File: config.mk
export PLATFORM = sky130hd
export DESIGN_NAME = fpls_unit
export DESIGN_NICKNAME = d
export VERILOG_FILES = /design/src/rtl/fpls_pkg.sv /design/src/rtl/fpls_ea_gen.sv /design/src/rtl/fpls_screen.sv /design/src/rtl/fpls_seq.sv /design/src/rtl/fpls_unit.sv
export SDC_FILE = /design/constraint.sdc
export NUM_CORES = 1
export LEC_CHECK = 0
export ABC_AREA = 0
export BUFFER_PORTS_ARGS = -buffer_cell sky130_fd_sc_hd__buf_2
export CAP_MARGIN = 30
export CORE_MARGIN = 1
export CORE_UTILIZATION = 50
export CTS_CLUSTER_DIAMETER = 100
export DETAILED_ROUTE_END_ITERATION = 8
export PLACE_DENSITY = 0.84
export REMOVE_ABC_BUFFERS = 1
export SLEW_MARGIN = 20
export SYNTH_ARGS = -nofsm -noshare
export SYNTH_HDL_FRONTEND = slang
export SYNTH_SLANG_ARGS = --single-unit
export TNS_END_PERCENT = 5
File: constraint.sdc
create_clock -name clk -period 6.3 [get_ports clk]
set_input_delay 0.63 -clock clk [delete_from_list [all_inputs] [get_ports clk]]
set_output_delay 0.63 -clock clk [all_outputs]
set_load 0.01 [all_outputs]
File: src/rtl/fpls_pkg.sv
package fpls_pkg;
    localparam int unsigned FPLS_AW         = 32;
    localparam int unsigned FPLS_DW         = 32;
    localparam int unsigned FPLS_RW         = 5;
    localparam int unsigned FPLS_IW         = 13;
    localparam int unsigned FPLS_PAIR_ALIGN = 3;
    localparam int unsigned FPLS_WORD_BYTES = FPLS_DW / 8;

    typedef logic [FPLS_AW-1:0] fpls_addr_t;
    typedef logic [FPLS_DW-1:0] fpls_data_t;
    typedef logic [FPLS_RW-1:0] fpls_ridx_t;

    // bit 0: paired, bit 1: store
    typedef enum logic [1:0] {
        OP_LD_ONE  = 2'b00,
        OP_LD_PAIR = 2'b01,
        OP_ST_ONE  = 2'b10,
        OP_ST_PAIR = 2'b11
    } fpls_op_e;

    typedef enum logic [1:0] {
        TR_NONE     = 2'd0,
        TR_MISALIGN = 2'd1,
        TR_ILLEGAL  = 2'd2
    } fpls_trap_e;

    typedef enum logic [1:0] {
        SQ_IDLE  = 2'd0,
        SQ_BEAT0 = 2'd1,
        SQ_BEAT1 = 2'd2
    } fpls_state_e;

    typedef struct packed {
        fpls_op_e   op;
        fpls_ridx_t rd;
        fpls_addr_t ea;
        fpls_data_t wd0;
        fpls_data_t wd1;
    } fpls_job_t;

    function automatic logic op_is_pair(fpls_op_e o);
        return o[0];
    endfunction

    function automatic logic op_is_store(fpls_op_e o);
        return o[1];
    endfunction

    function automatic fpls_addr_t sext_imm(logic [FPLS_IW-1:0] i);
        return {{(FPLS_AW-FPLS_IW){i[FPLS_IW-1]}}, i};
    endfunction
endpackage

File: src/rtl/fpls_ea_gen.sv
module fpls_ea_gen
    import fpls_pkg::*;
(
    input  fpls_addr_t         base,
    input  fpls_addr_t         index,
    input  logic               imm_sel,
    input  logic [FPLS_IW-1:0] imm,
    output fpls_addr_t         ea
);
    fpls_addr_t offset;

    always_comb begin
        offset = imm_sel ? sext_imm(imm) : index;
        ea     = base + offset;
    end
endmodule

File: src/rtl/fpls_screen.sv
module fpls_screen
    import fpls_pkg::*;
#(
    parameter int unsigned ALIGN_BITS = FPLS_PAIR_ALIGN
) (
    input  fpls_op_e              op,
    input  logic                  rd_lsb,
    input  logic [ALIGN_BITS-1:0] ea_low,
    output fpls_trap_e            verdict
);
    always_comb begin
        verdict = TR_NONE;
        if (op_is_pair(op)) begin
            if (|ea_low)     verdict = TR_MISALIGN;   // alignment has priority
            else if (rd_lsb) verdict = TR_ILLEGAL;
        end
    end
endmodule

File: src/rtl/fpls_seq.sv
module fpls_seq
    import fpls_pkg::*;
(
    input  logic       clk,
    input  logic       rst,
    input  logic       accept,
    input  fpls_job_t  job_in,
    input  fpls_trap_e verdict,
    output logic       busy,
    output logic       mem_valid,
    input  logic       mem_ready,
    output fpls_addr_t mem_addr,
    output logic       mem_we,
    output fpls_data_t mem_wdata,
    input  fpls_data_t mem_rdata,
    output logic       fpw_en,
    output fpls_ridx_t fpw_idx,
    output fpls_data_t fpw_data,
    output logic       trap_misalign,
    output logic       trap_illegal
);
    fpls_state_e state;
    fpls_job_t   job;
    logic        second;
    logic        hs;

    always_ff @(posedge clk) begin
        if (rst) begin
            state         <= SQ_IDLE;
            job           <= '0;
            trap_misalign <= 1'b0;
            trap_illegal  <= 1'b0;
        end else begin
            trap_misalign <= accept && (verdict == TR_MISALIGN);
            trap_illegal  <= accept && (verdict == TR_ILLEGAL);
            case (state)
                SQ_IDLE: begin
                    if (accept && verdict == TR_NONE) begin
                        job   <= job_in;
                        state <= SQ_BEAT0;
                    end
                end
                SQ_BEAT0: begin
                    if (mem_ready) state <= op_is_pair(job.op) ? SQ_BEAT1 : SQ_IDLE;
                end
                SQ_BEAT1: begin
                    if (mem_ready) state <= SQ_IDLE;
                end
                default: state <= SQ_IDLE;
            endcase
        end
    end

    always_comb begin
        busy      = (state != SQ_IDLE);
        second    = (state == SQ_BEAT1);
        mem_valid = busy;
        hs        = mem_valid && mem_ready;
        // paired accesses are 8-byte aligned, so the second word sets bit 2
        mem_addr  = second ? (job.ea | FPLS_AW'(FPLS_WORD_BYTES)) : job.ea;
        mem_we    = op_is_store(job.op);
        mem_wdata = second ? job.wd1 : job.wd0;
        fpw_en    = hs && !op_is_store(job.op);
        fpw_idx   = job.rd | {{(FPLS_RW-1){1'b0}}, second};
        fpw_data  = mem_rdata;
    end
endmodule

File: src/rtl/fpls_unit.sv
module fpls_unit
    import fpls_pkg::*;
#(
    parameter int unsigned ALIGN_BITS = FPLS_PAIR_ALIGN
) (
    input  logic               clk,
    input  logic               rst,
    input  logic               req_valid,
    output logic               req_ready,
    input  logic [1:0]         req_op,
    input  logic [FPLS_RW-1:0] req_rd,
    input  logic [FPLS_AW-1:0] req_base,
    input  logic [FPLS_AW-1:0] req_index,
    input  logic               req_imm_sel,
    input  logic [FPLS_IW-1:0] req_imm,
    input  logic [FPLS_DW-1:0] req_st_lo,
    input  logic [FPLS_DW-1:0] req_st_hi,
    output logic               mem_valid,
    input  logic               mem_ready,
    output logic [FPLS_AW-1:0] mem_addr,
    output logic               mem_we,
    output logic [FPLS_DW-1:0] mem_wdata,
    input  logic [FPLS_DW-1:0] mem_rdata,
    output logic               fpw_en,
    output logic [FPLS_RW-1:0] fpw_idx,
    output logic [FPLS_DW-1:0] fpw_data,
    output logic               trap_misalign,
    output logic               trap_illegal
);
    fpls_addr_t ea;
    fpls_trap_e verdict;
    fpls_job_t  job_in;
    fpls_op_e   op;
    logic       busy;
    logic       accept;

    assign op        = fpls_op_e'(req_op);
    assign req_ready = !busy;
    assign accept    = req_valid && req_ready;

    fpls_ea_gen u_ea (
        .base    (req_base),
        .index   (req_index),
        .imm_sel (req_imm_sel),
        .imm     (req_imm),
        .ea      (ea)
    );

    fpls_screen #(.ALIGN_BITS(ALIGN_BITS)) u_screen (
        .op      (op),
        .rd_lsb  (req_rd[0]),
        .ea_low  (ea[ALIGN_BITS-1:0]),
        .verdict (verdict)
    );

    always_comb begin
        job_in.op  = op;
        job_in.rd  = req_rd;
        job_in.ea  = ea;
        job_in.wd0 = req_st_lo;
        job_in.wd1 = req_st_hi;
    end

    fpls_seq u_seq (
        .clk           (clk),
        .rst           (rst),
        .accept        (accept),
        .job_in        (job_in),
        .verdict       (verdict),
        .busy          (busy),
        .mem_valid     (mem_valid),
        .mem_ready     (mem_ready),
        .mem_addr      (mem_addr),
        .mem_we        (mem_we),
        .mem_wdata     (mem_wdata),
        .mem_rdata     (mem_rdata),
        .fpw_en        (fpw_en),
        .fpw_idx       (fpw_idx),
        .fpw_data      (fpw_data),
        .trap_misalign (trap_misalign),
        .trap_illegal  (trap_illegal)
    );
endmodule

Word-level counts from Yosys, hierarchy flattened

Index checks and enable logic that the tools add are counted.

Input bits: 185
Word-level logic and storage cells: 42
Output and inout port bits: 107
Bits in registers: 107

Multiplexer cells: 11
Equal/unequal tests: 7
$add $sub $neg: 1
Reduce and logical (&&, ||, !) cells: 14
Bitwise operators: 1

Operators by type and width:

| kind                                          | number |
|---|---|
| two-way mux 32 bit                            | 2 |
| adder 32 bit                                  | 1 |
| two-way mux 2 bit                             | 7 |
| logical AND 1 bit                             | 6 |
| case mux 2 bit (3 select lines)               | 1 |
| bitwise OR 5 x 1 -> 5 bit                     | 1 |
| == test 2 x 1 -> 1 bit, second input constant | 2 |
| == test 2 bit, second input constant          | 2 |
| zero test 2 bit                               | 2 |
| != test 2 bit, second input constant          | 2 |
| two-way mux 3 bit                             | 1 |
| AND reduction 3 bit                           | 1 |
| OR reduction 3 bit                            | 1 |
| zero test 1 bit                               | 2 |
| != test 2 x 1 -> 1 bit, second input constant | 1 |
| AND reduction 2 bit                           | 1 |
| nonzero test 2 bit                            | 1 |

Logic depth before layout (Yosys ltp)

Gate-level depths: netlist of run 1.

Depth in word-level cells: 9
Depth in mapped cells: 14
Depth with buffers taken out: 12

Modules after synthesis

From an unflattened synthesis of run 1, not the netlist that was laid out.

Cell total of the unflattened synthesis: 892
Area, all modules: 7528.5 µm²

Modules (own cells, without submodules):

| module      | cells each | seq. area each (µm²) | area an instance (µm²) | instances |
|---|---|---|---|---|
| fpls_seq    | 592        | 2142.1               | 5469.0                 | 1 |
| fpls_ea_gen | 295        | 0.0                  | 2026.9                 | 1 |
| fpls_screen | 3          | 0.0                  | 22.5                   | 1 |
| fpls_unit   | 2          | 0.0                  | 10.0                   | 1 |

Worst setup path before layout of run 1

Ideal clock, no wire load.

Path type: in2reg
From: input port req_imm_sel
To: register u_seq.job[88] in the netlist's numbering
Path buffers: 1
Required time: 6238 ps
Setup slack: 3179 ps
Library setup time: 62 ps
Data arrival time: 3059 ps
Cell stages on the path: 11
Cells stage by stage: clkbuf_1 -> mux2_2 -> ha_1 -> and2b_1 -> o2111ai_2 -> a211oi_2 -> nor3_2 -> o41ai_4 -> a21oi_2 -> or4_1 -> nand3_1

Longest elaborated chain between the ends: 8

RTL lines:

| item                          | line              | RTL |
|---|---|---|
| start: declaration            | fpls_unit.sv:14   | `input logic req_imm_sel,` |
| two-way mux 32 bit (*)        | fpls_ea_gen.sv:13 | `offset = imm_sel ? sext_imm(imm) : index;` |
| adder 32 bit (*)              | fpls_ea_gen.sv:14 | `ea = base + offset;` |
| OR reduction 3 bit            | fpls_screen.sv:14 | `if (\|ea_low) verdict = TR_MISALIGN;` |
| two-way mux 2 bit             | fpls_screen.sv:14 |  |
| two-way mux 2 bit             | fpls_screen.sv:13 | `if (op_is_pair(op)) begin` |
| zero test 2 bit               | fpls_seq.sv:38    | `if (accept && verdict == TR_NONE) begin` |
| logical AND 1 bit             | fpls_seq.sv:38    |  |
| AND reduction 2 bit (no line) | --                |  |
| end signal: assignment        | fpls_seq.sv:39    | `job <= job_in;` |
| end: declaration              | fpls_seq.sv:23    | `fpls_job_t job;` |

Every way passes the cells marked *; elsewhere a longest branch is shown, timed or not.
A chain may end at the register's enable or synchronous reset.

Worst setup path in the final report of run 1

From: input port req_imm_sel
To: register u_seq.job[29] in the netlist's numbering

Longest elaborated chain between the ends: 8

RTL lines:

| item                          | line |
|---|---|
| two-way mux 32 bit            | fpls_ea_gen.sv:13 |
| adder 32 bit                  | fpls_ea_gen.sv:14 |
| OR reduction 3 bit            | fpls_screen.sv:14 |
| two-way mux 2 bit             | fpls_screen.sv:14 |
| two-way mux 2 bit             | fpls_screen.sv:13 |
| zero test 2 bit               | fpls_seq.sv:38 |
| logical AND 1 bit             | fpls_seq.sv:38 |
| AND reduction 2 bit (no line) | -- |

No other way between the ends.

==> results.toml, run 1 <==
[global_route]
grt_max_degree = 94
grt-ovfl-total = 0
grt_antenna_before_repair = 0
first_global_vias = 5594
grt_usage = 0.253
grt_pass1_wl_mm = 28.2

[clock_network]
cts_hold_buffers = 0
cts-root-buf = "clkbuf_16"
cts_tree = "built"
post_cts_resized = 0
clk_latency_ns = 0.34
clkTransAtPathRegs_ns = 0.08
h-tree-depth = 3
cts_setup_buffers = 0
clock-sinks = 107
cts_buffers = 9
clk_path_buf_depth = 2

[timing]
fin_ws_ns = 2.69
worstMarginPinSlew_ns = 0.985
fin_hold_ws_ns = 0.448
fin_tns_setup_ns = 0
hold_viol = 0
setup_viol = 0
maxSlewHeadroom = 0.343
fin_crit_sh = 0.573
rsz0062_at_grt = "no"
drv_slew = 0
fmax_mhz = 277
skew_ns = 0.00598
period_needed_ns = 3.61

[placed_design]
dp.cells = 1159
port_buffers = 227
dp_hpwl_mm = 13.5
preCtsSetupSlack_ns = 2.36
gp_congestion = 0.874

[floorplan]
top_level_ports = 292
initial_utilization = 0.522
die_area_um2 = 13900
die_w_um = 118
coreArea_um2 = 12800
chipHeight_um = 118
num_rows = 41

[synthesis]
synth_xor_area_frac = 0.0288
yosys.area_share.adder = 0.0609
yosys_warnings = 0
synth_top_area_share = 0.320
syn_area_per_cell_um2 = 7.66
synth_cells = 874
syn_area_um2 = 6700
synth_most_common_cell = "nand2_1"
ys_ff_latch = 107
synthTopCellsByCount = "215 x nand2_1, 123 x a21oi_1, 107 x dfxtp_1"
synth_edf_count = 0
ys_seq_area_frac = 0.320
yosysTopAreaCell = "dfxtp_1"
synth_top_flop_cell = "dfxtp_1"
synth.distinct_cells = 54
async_reset_ff_frac = 0
synth_compound_area_frac = 0.184
synth_top_family_by_area = "simple AND/OR/NAND/NOR gates"
synth_simple_gate_area_frac = 0.202
synth_mux_area_frac = 0.0798
synthTopCellsByArea = "dfxtp_1 32%, nand2_1 12%, a21oi_1 9.2%, buf_4 8.0%, mux2_2 7.2%"

[final_layout]
drive_above_1_share = 0.303
fin_nets = 1215
fin_cells = 1175
area_delta_synth_final_pct = 14.8
n_antenna_cell = 0

[route]
antenna_left = 0
vias_per_cell = 5.37
met3_length_mm = 1.84
wirelength_mm = 18.1
routedWlPerCell_um = 15.4
dr.pass1.iters = 5
route.met2.wl_mm = 8.13
wl_met1_mm = 7.92
maxUsedRoutingLayer = "met5"
vias = 6310
route.detailed.drc = 0
drtIter0Drc = 443

[status]
status = "complete, no violations"

[pwr]
total_power_mw = 1.79
power_density_nw_per_um2 = 233
leakagePower_nw = 3.68
max-vdd-ir-drop_mv = 0.156

[worst_setup_path]
crit_family = "simple AND/OR/NAND/NOR gates"
timing_worst_setup_path_type = "in2reg"
worst-path-max-fanout = 63
crit_chain = "buf_2 > mux2_2 > ha_1 > inv_1 > fa_1 > xnor2_1 > nor3b_2 > inv_2 > o21ai_1 > nand3_4 > buf_4 > nand2_1 > a21oi_1"
slowest_stage = "nand3_4"
worst_ep_arrival_time_ns = 3.79
end_kind = "register"
worstPathRequired_ns = 6.48
slowest_delay_ns = 0.57
cp-start-kind = "input port"
critical_path_buf_inv_count = 4

[hold_path]
holdCritPathClass = "reg2reg"

[flow_run]
drv_cap = 0
==> metal layers <==
metal	vias up	global-route usage
met5	-	0.0515
met4	2	0.0633
met3	15	0.0998
met2	259	0.396
met1	2868	0.319
li1	3166	-
==> registers in the layout, summed over array words and instances (netlist names) <==
register,flops
u_seq.job,102
u_seq.mem_we,1
u_seq.state,2
u_seq.trap_misalign,1
u_seq.trap_illegal,1
==> power breakdown <==
| group | switching, mW | total (mW) | internal (mW) |
|---|---|---|---|
| combinational | 0.265 | 0.459 | 0.194 |
| clock | 0.268 | 0.584 | 0.316 |
| sequential | 0.0226 | 0.745 | 0.722 |
| total | 0.555 | 1.79 | 1.23 |
==> placed cells by master (no fill, tap or decap), types with 2 or more instances in the layout <==
| master | Yosys | layout |
|---|---|---|
| buf_2 | 11 | 226 |
| nand2_1 | 215 | 215 |
| a21oi_1 | 123 | 123 |
| dfxtp_1 | 107 | 107 |
| mux2_2 | 43 | 43 |
| o21ai_0 | 38 | 38 |
| ha_1 | 31 | 31 |
| inv_1 | 27 | 27 |
| a21o_1 | 17 | 17 |
| nor2_1 | 16 | 16 |
| nand3_1 | 14 | 14 |
| xor2_1 | 14 | 14 |
| clkbuf_16 | 0 | 9 |
| xnor2_1 | 8 | 8 |
| nor3_1 | 8 | 8 |
| nand4_1 | 8 | 8 |
| and3_1 | 7 | 7 |
| a31oi_1 | 7 | 7 |
| nor2b_1 | 7 | 6 |
| nor4b_1 | 6 | 6 |
| mux2i_1 | 5 | 5 |
| o21a_1 | 5 | 5 |
| nand2b_1 | 5 | 4 |
| buf_4 | 71 | 4 |
| o21ai_1 | 3 | 3 |
| and4_1 | 3 | 3 |
| nor4_1 | 3 | 3 |
| o31ai_1 | 3 | 3 |
| a211oi_1 | 3 | 3 |
| or4_1 | 3 | 3 |
| nor3b_1 | 2 | 2 |
| a21oi_2 | 2 | 2 |
| a221oi_1 | 2 | 2 |
| a41oi_1 | 2 | 2 |
| o211ai_1 | 2 | 2 |
| inv_8 | 0 | 2 |
| clkinv_4 | 0 | 2 |
==> layout make-up <==
class                      instances  area (µm²)
clock inverter                     7        83.8
tap                              172         215
timing repair buffer             231        1180
sequential                       107        2140
multi-input combinational        621        3740
clock buffer                       9         225
inverter                          28         105
fill                            1157        5140
==> cell families after synthesis <==
group                      Yosys count
adders and majority gates           32
xor gates and xnor gates            22
buffers and inverters              146
muxes                               48
AOI/OAI and AO/OA                  214
and+or+nand+nor                    305
DFF                                107
==> metrics by stage <==
stage / area (µm²) / util
after floorplan: 5970 / -
after global placement: 7380 / 0.575
after detailed placement: 7380 / 0.575
after CTS: 7690 / 0.600
after global routing: 7690 / 0.600
final: 7690 / 0.600
==> worst reg2reg max path: stages, from the launching register on <==
cell and delay (ns):
dfxtp_1 0.35, nor2_1 0.39, nand2_1 0.24, nor2b_4 0.72, buf_12 0.34, nand2_1 0.15
a21oi_1 0.14
==> path summary, 6_finish.rpt <==
path	from	to	slack (ns)	cells past startpoint
worst max-delay path	req_imm_sel	u_seq.job[29]$_SDFFE_PP0P_	2.69	13
worst min-delay path	u_seq.job[71]$_SDFFE_PP0P_	u_seq.job[71]$_SDFFE_PP0P_	0.45	2
worst max register to register	u_seq.state[1]$_SDFFE_PP0P_	u_seq.job[29]$_SDFFE_PP0P_	3.89	6
worst min register to register	u_seq.job[71]$_SDFFE_PP0P_	u_seq.job[71]$_SDFFE_PP0P_	0.45	2
Power figures use the tool's default switching activity.
==> run 2, diff against run 1 <==
ABC_AREA = 1   (was 0)
CORE_UTILIZATION = 45   (was 50)
PLACE_DENSITY = 0.78   (was 0.84)
clock period = 3 ns   (was 6.3 ns; I/O delays follow)
==> run 2 against run 1 <==
Compared with the run above: synthesized cell count rose by 38%; worst setup slack got worse by 2.1 ns; largest cell class unchanged; non-clock buffer count rose by 10; sequential power rose by 110%; via count rose by 17%; wire length rose by 8.4%.
==> results.toml, run 2 <==
[status]
status = "complete, no violations"

[synthesis]
ys_ff_latch = 107
synth_edf_count = 0
yosys_warnings = 0
synth_most_common_cell = "nand2_1"
synth.distinct_cells = 26
ys_seq_area_frac = 0.290
syn_area_um2 = 7390
synthTopCellsByCount = "357 x nand2_1, 229 x inv_1, 126 x a21oi_1"
async_reset_ff_frac = 0
synth_top_area_share = 0.290
yosysTopAreaCell = "dfxtp_1"
synthTopCellsByArea = "dfxtp_1 29%, nand2_1 18%, inv_1 12%, a21oi_1 8.5%, buf_4 7.1%"
syn_area_per_cell_um2 = 6.14
synth_top_flop_cell = "dfxtp_1"
synth_cells = 1204

[global_route]
grt_usage = 0.228
grt_max_degree = 86
grt-ovfl-total = 0
first_global_vias = 6483
grt_pass1_wl_mm = 30.2
grt_antenna_before_repair = 0

[worst_setup_path]
timing_worst_setup_path_type = "in2reg"
worstPathRequired_ns = 3.28
cp-start-kind = "input port"
worst-path-max-fanout = 85
worst_ep_arrival_time_ns = 2.68
end_kind = "register"
rrSetupSlack_ns = 1.40

[timing]
skew_ns = 0.00558
period_needed_ns = 2.40
worstMarginPinSlew_ns = 0.660
fin_hold_ws_ns = 0.145
maxSlewHeadroom = 0.560
setup_viol = 0
drv_slew = 0
fin_crit_sh = 0.799
rsz0062_at_grt = "no"
hold_viol = 0
fmax_mhz = 417
fin_ws_ns = 0.602

[clock_network]
post_cts_resized = 0
cts_tree = "built"
cts_setup_buffers = 0
cts_hold_buffers = 0
h-tree-depth = 3
clk_path_buf_depth = 2
cts-root-buf = "clkbuf_16"
clk_latency_ns = 0.34
clkTransAtPathRegs_ns = 0.07
clock-sinks = 107
cts_buffers = 9

[placed_design]
dp.cells = 1549
port_buffers = 227
dp_hpwl_mm = 15.6
gp_congestion = 0.905
preCtsSetupSlack_ns = 0.249

[route]
vias = 7391
routedWlPerCell_um = 12.6
route.detailed.drc = 0
dr.pass1.iters = 5
antenna_left = 0
vias_per_cell = 4.72
drtIter0Drc = 369
wirelength_mm = 19.7

[final_layout]
final_common_cell = "nand2_1"
layout.area.seq_um2 = 2140
multi_input_area_um2 = 3680
area_delta_synth_final_pct = 15.4
drive_above_1_share = 0.202
fin_nets = 1561
largest_reg_flops = 102
fin_cells = 1565
regMostFlops = "u_seq.job"
n_antenna_cell = 0
reg.largest.list = "u_seq.job: 102 flops, u_seq.state: 2 flops"
fillCellCount = 1659
final_cell_mix = "357 x nand2_1, 229 x inv_1, 227 x buf_2"

[pwr]
power_density_nw_per_um2 = 463
total_power_mw = 3.95
max-vdd-ir-drop_mv = 0.260
leakagePower_nw = 4.71

[floorplan]
die_area_um2 = 16900
top_level_ports = 292
chipHeight_um = 130
num_rows = 46
coreArea_um2 = 15900
die_w_um = 130
initial_utilization = 0.464

[hold_path]
holdCritPathClass = "in2reg"

[flow_run]
drv_cap = 0
[run 2: changes by cell type in the layout (fill, tap and decap cells not counted), moves of 30 or more]
cell     change
nor2_1      +33
o21ai_0     +53
mux2_2      -32
inv_1      +202
nand2_1    +142
nand3_1     +30
[run 2: logic make-up after synthesis]
family | Yosys count | share of synthesized area
xor gates and xnor gates | 14 | 0.0166
and+or+nand+nor | 462 | 0.247
muxes | 11 | 0.0168
buffers and inverters | 342 | 0.213
adders and majority gates | 32 | 0.0552
DFF | 107 | 0.290
AOI/OAI and AO/OA | 236 | 0.162
[run 2: layout make-up]
type / count / area share
multi-input cells: 755 / 0.431
flip-flops and latches: 107 / 0.251
repair buffers: 241 / 0.152
inverters: 230 / 0.101
well taps: 216 / 0.0317
clock buffers: 9 / 0.0264
clock inverters: 7 / 0.00616
[run 2: critical path: stages]
cell,delay [ns]
buf_2,0.21
buf_4,0.18
mux2_2,0.34
ha_1,0.36
xnor2_1,0.18
nor2_1,0.16
nand4_1,0.18
nand3_4,0.14
buf_12,0.29
o21ai_0,0.15
a21oi_1,0.14
[run 2: final timing paths]
kind | start | cells after the start | to
hold reg to reg | u_seq.job[55]$_SDFFE_PP0P_ | 2 | u_seq.job[55]$_SDFFE_PP0P_
hold / removal | mem_ready | 2 | u_seq.state[1]$_SDFFE_PP0P_
setup reg to reg | u_seq.state[0]$_SDFFE_PP0P_ | 9 | u_seq.job[81]$_SDFFE_PP0P_
setup / recovery | req_imm_sel | 11 | u_seq.job[58]$_SDFFE_PP0P_
[run 2: report_power, final]
part	switching [mW]	total, mW	internal [mW]
registers	0.0515	1.60	1.55
logic	0.761	1.24	0.482
clock network	0.541	1.11	0.569
total	1.35	3.95	2.60
[run 2: stage by stage]
| step | instance area [µm²] | utilization | setup TNS [ns] |
|---|---|---|---|
| after detailed placement | 8260 | 0.518 | 0 |
| after CTS | 8530 | 0.535 | 0 |
| after global routing | 8530 | 0.535 | 0 |
| after global placement | 8240 | 0.517 | 0 |
| final | 8530 | 0.535 | 0 |
| after floorplan | 6680 | - | -30.83 |
[run 2: per-layer routing]
metal  share of wire  up-vias  global-route usage  wire (µm)
li1                -     3913                   -          -
met5          0.0030        -              0.0441         59
met2            0.42      300               0.354       8350
met1            0.45     3134               0.287       8900
met3           0.090       42              0.0586       1760
met4           0.030        2               0.112        600
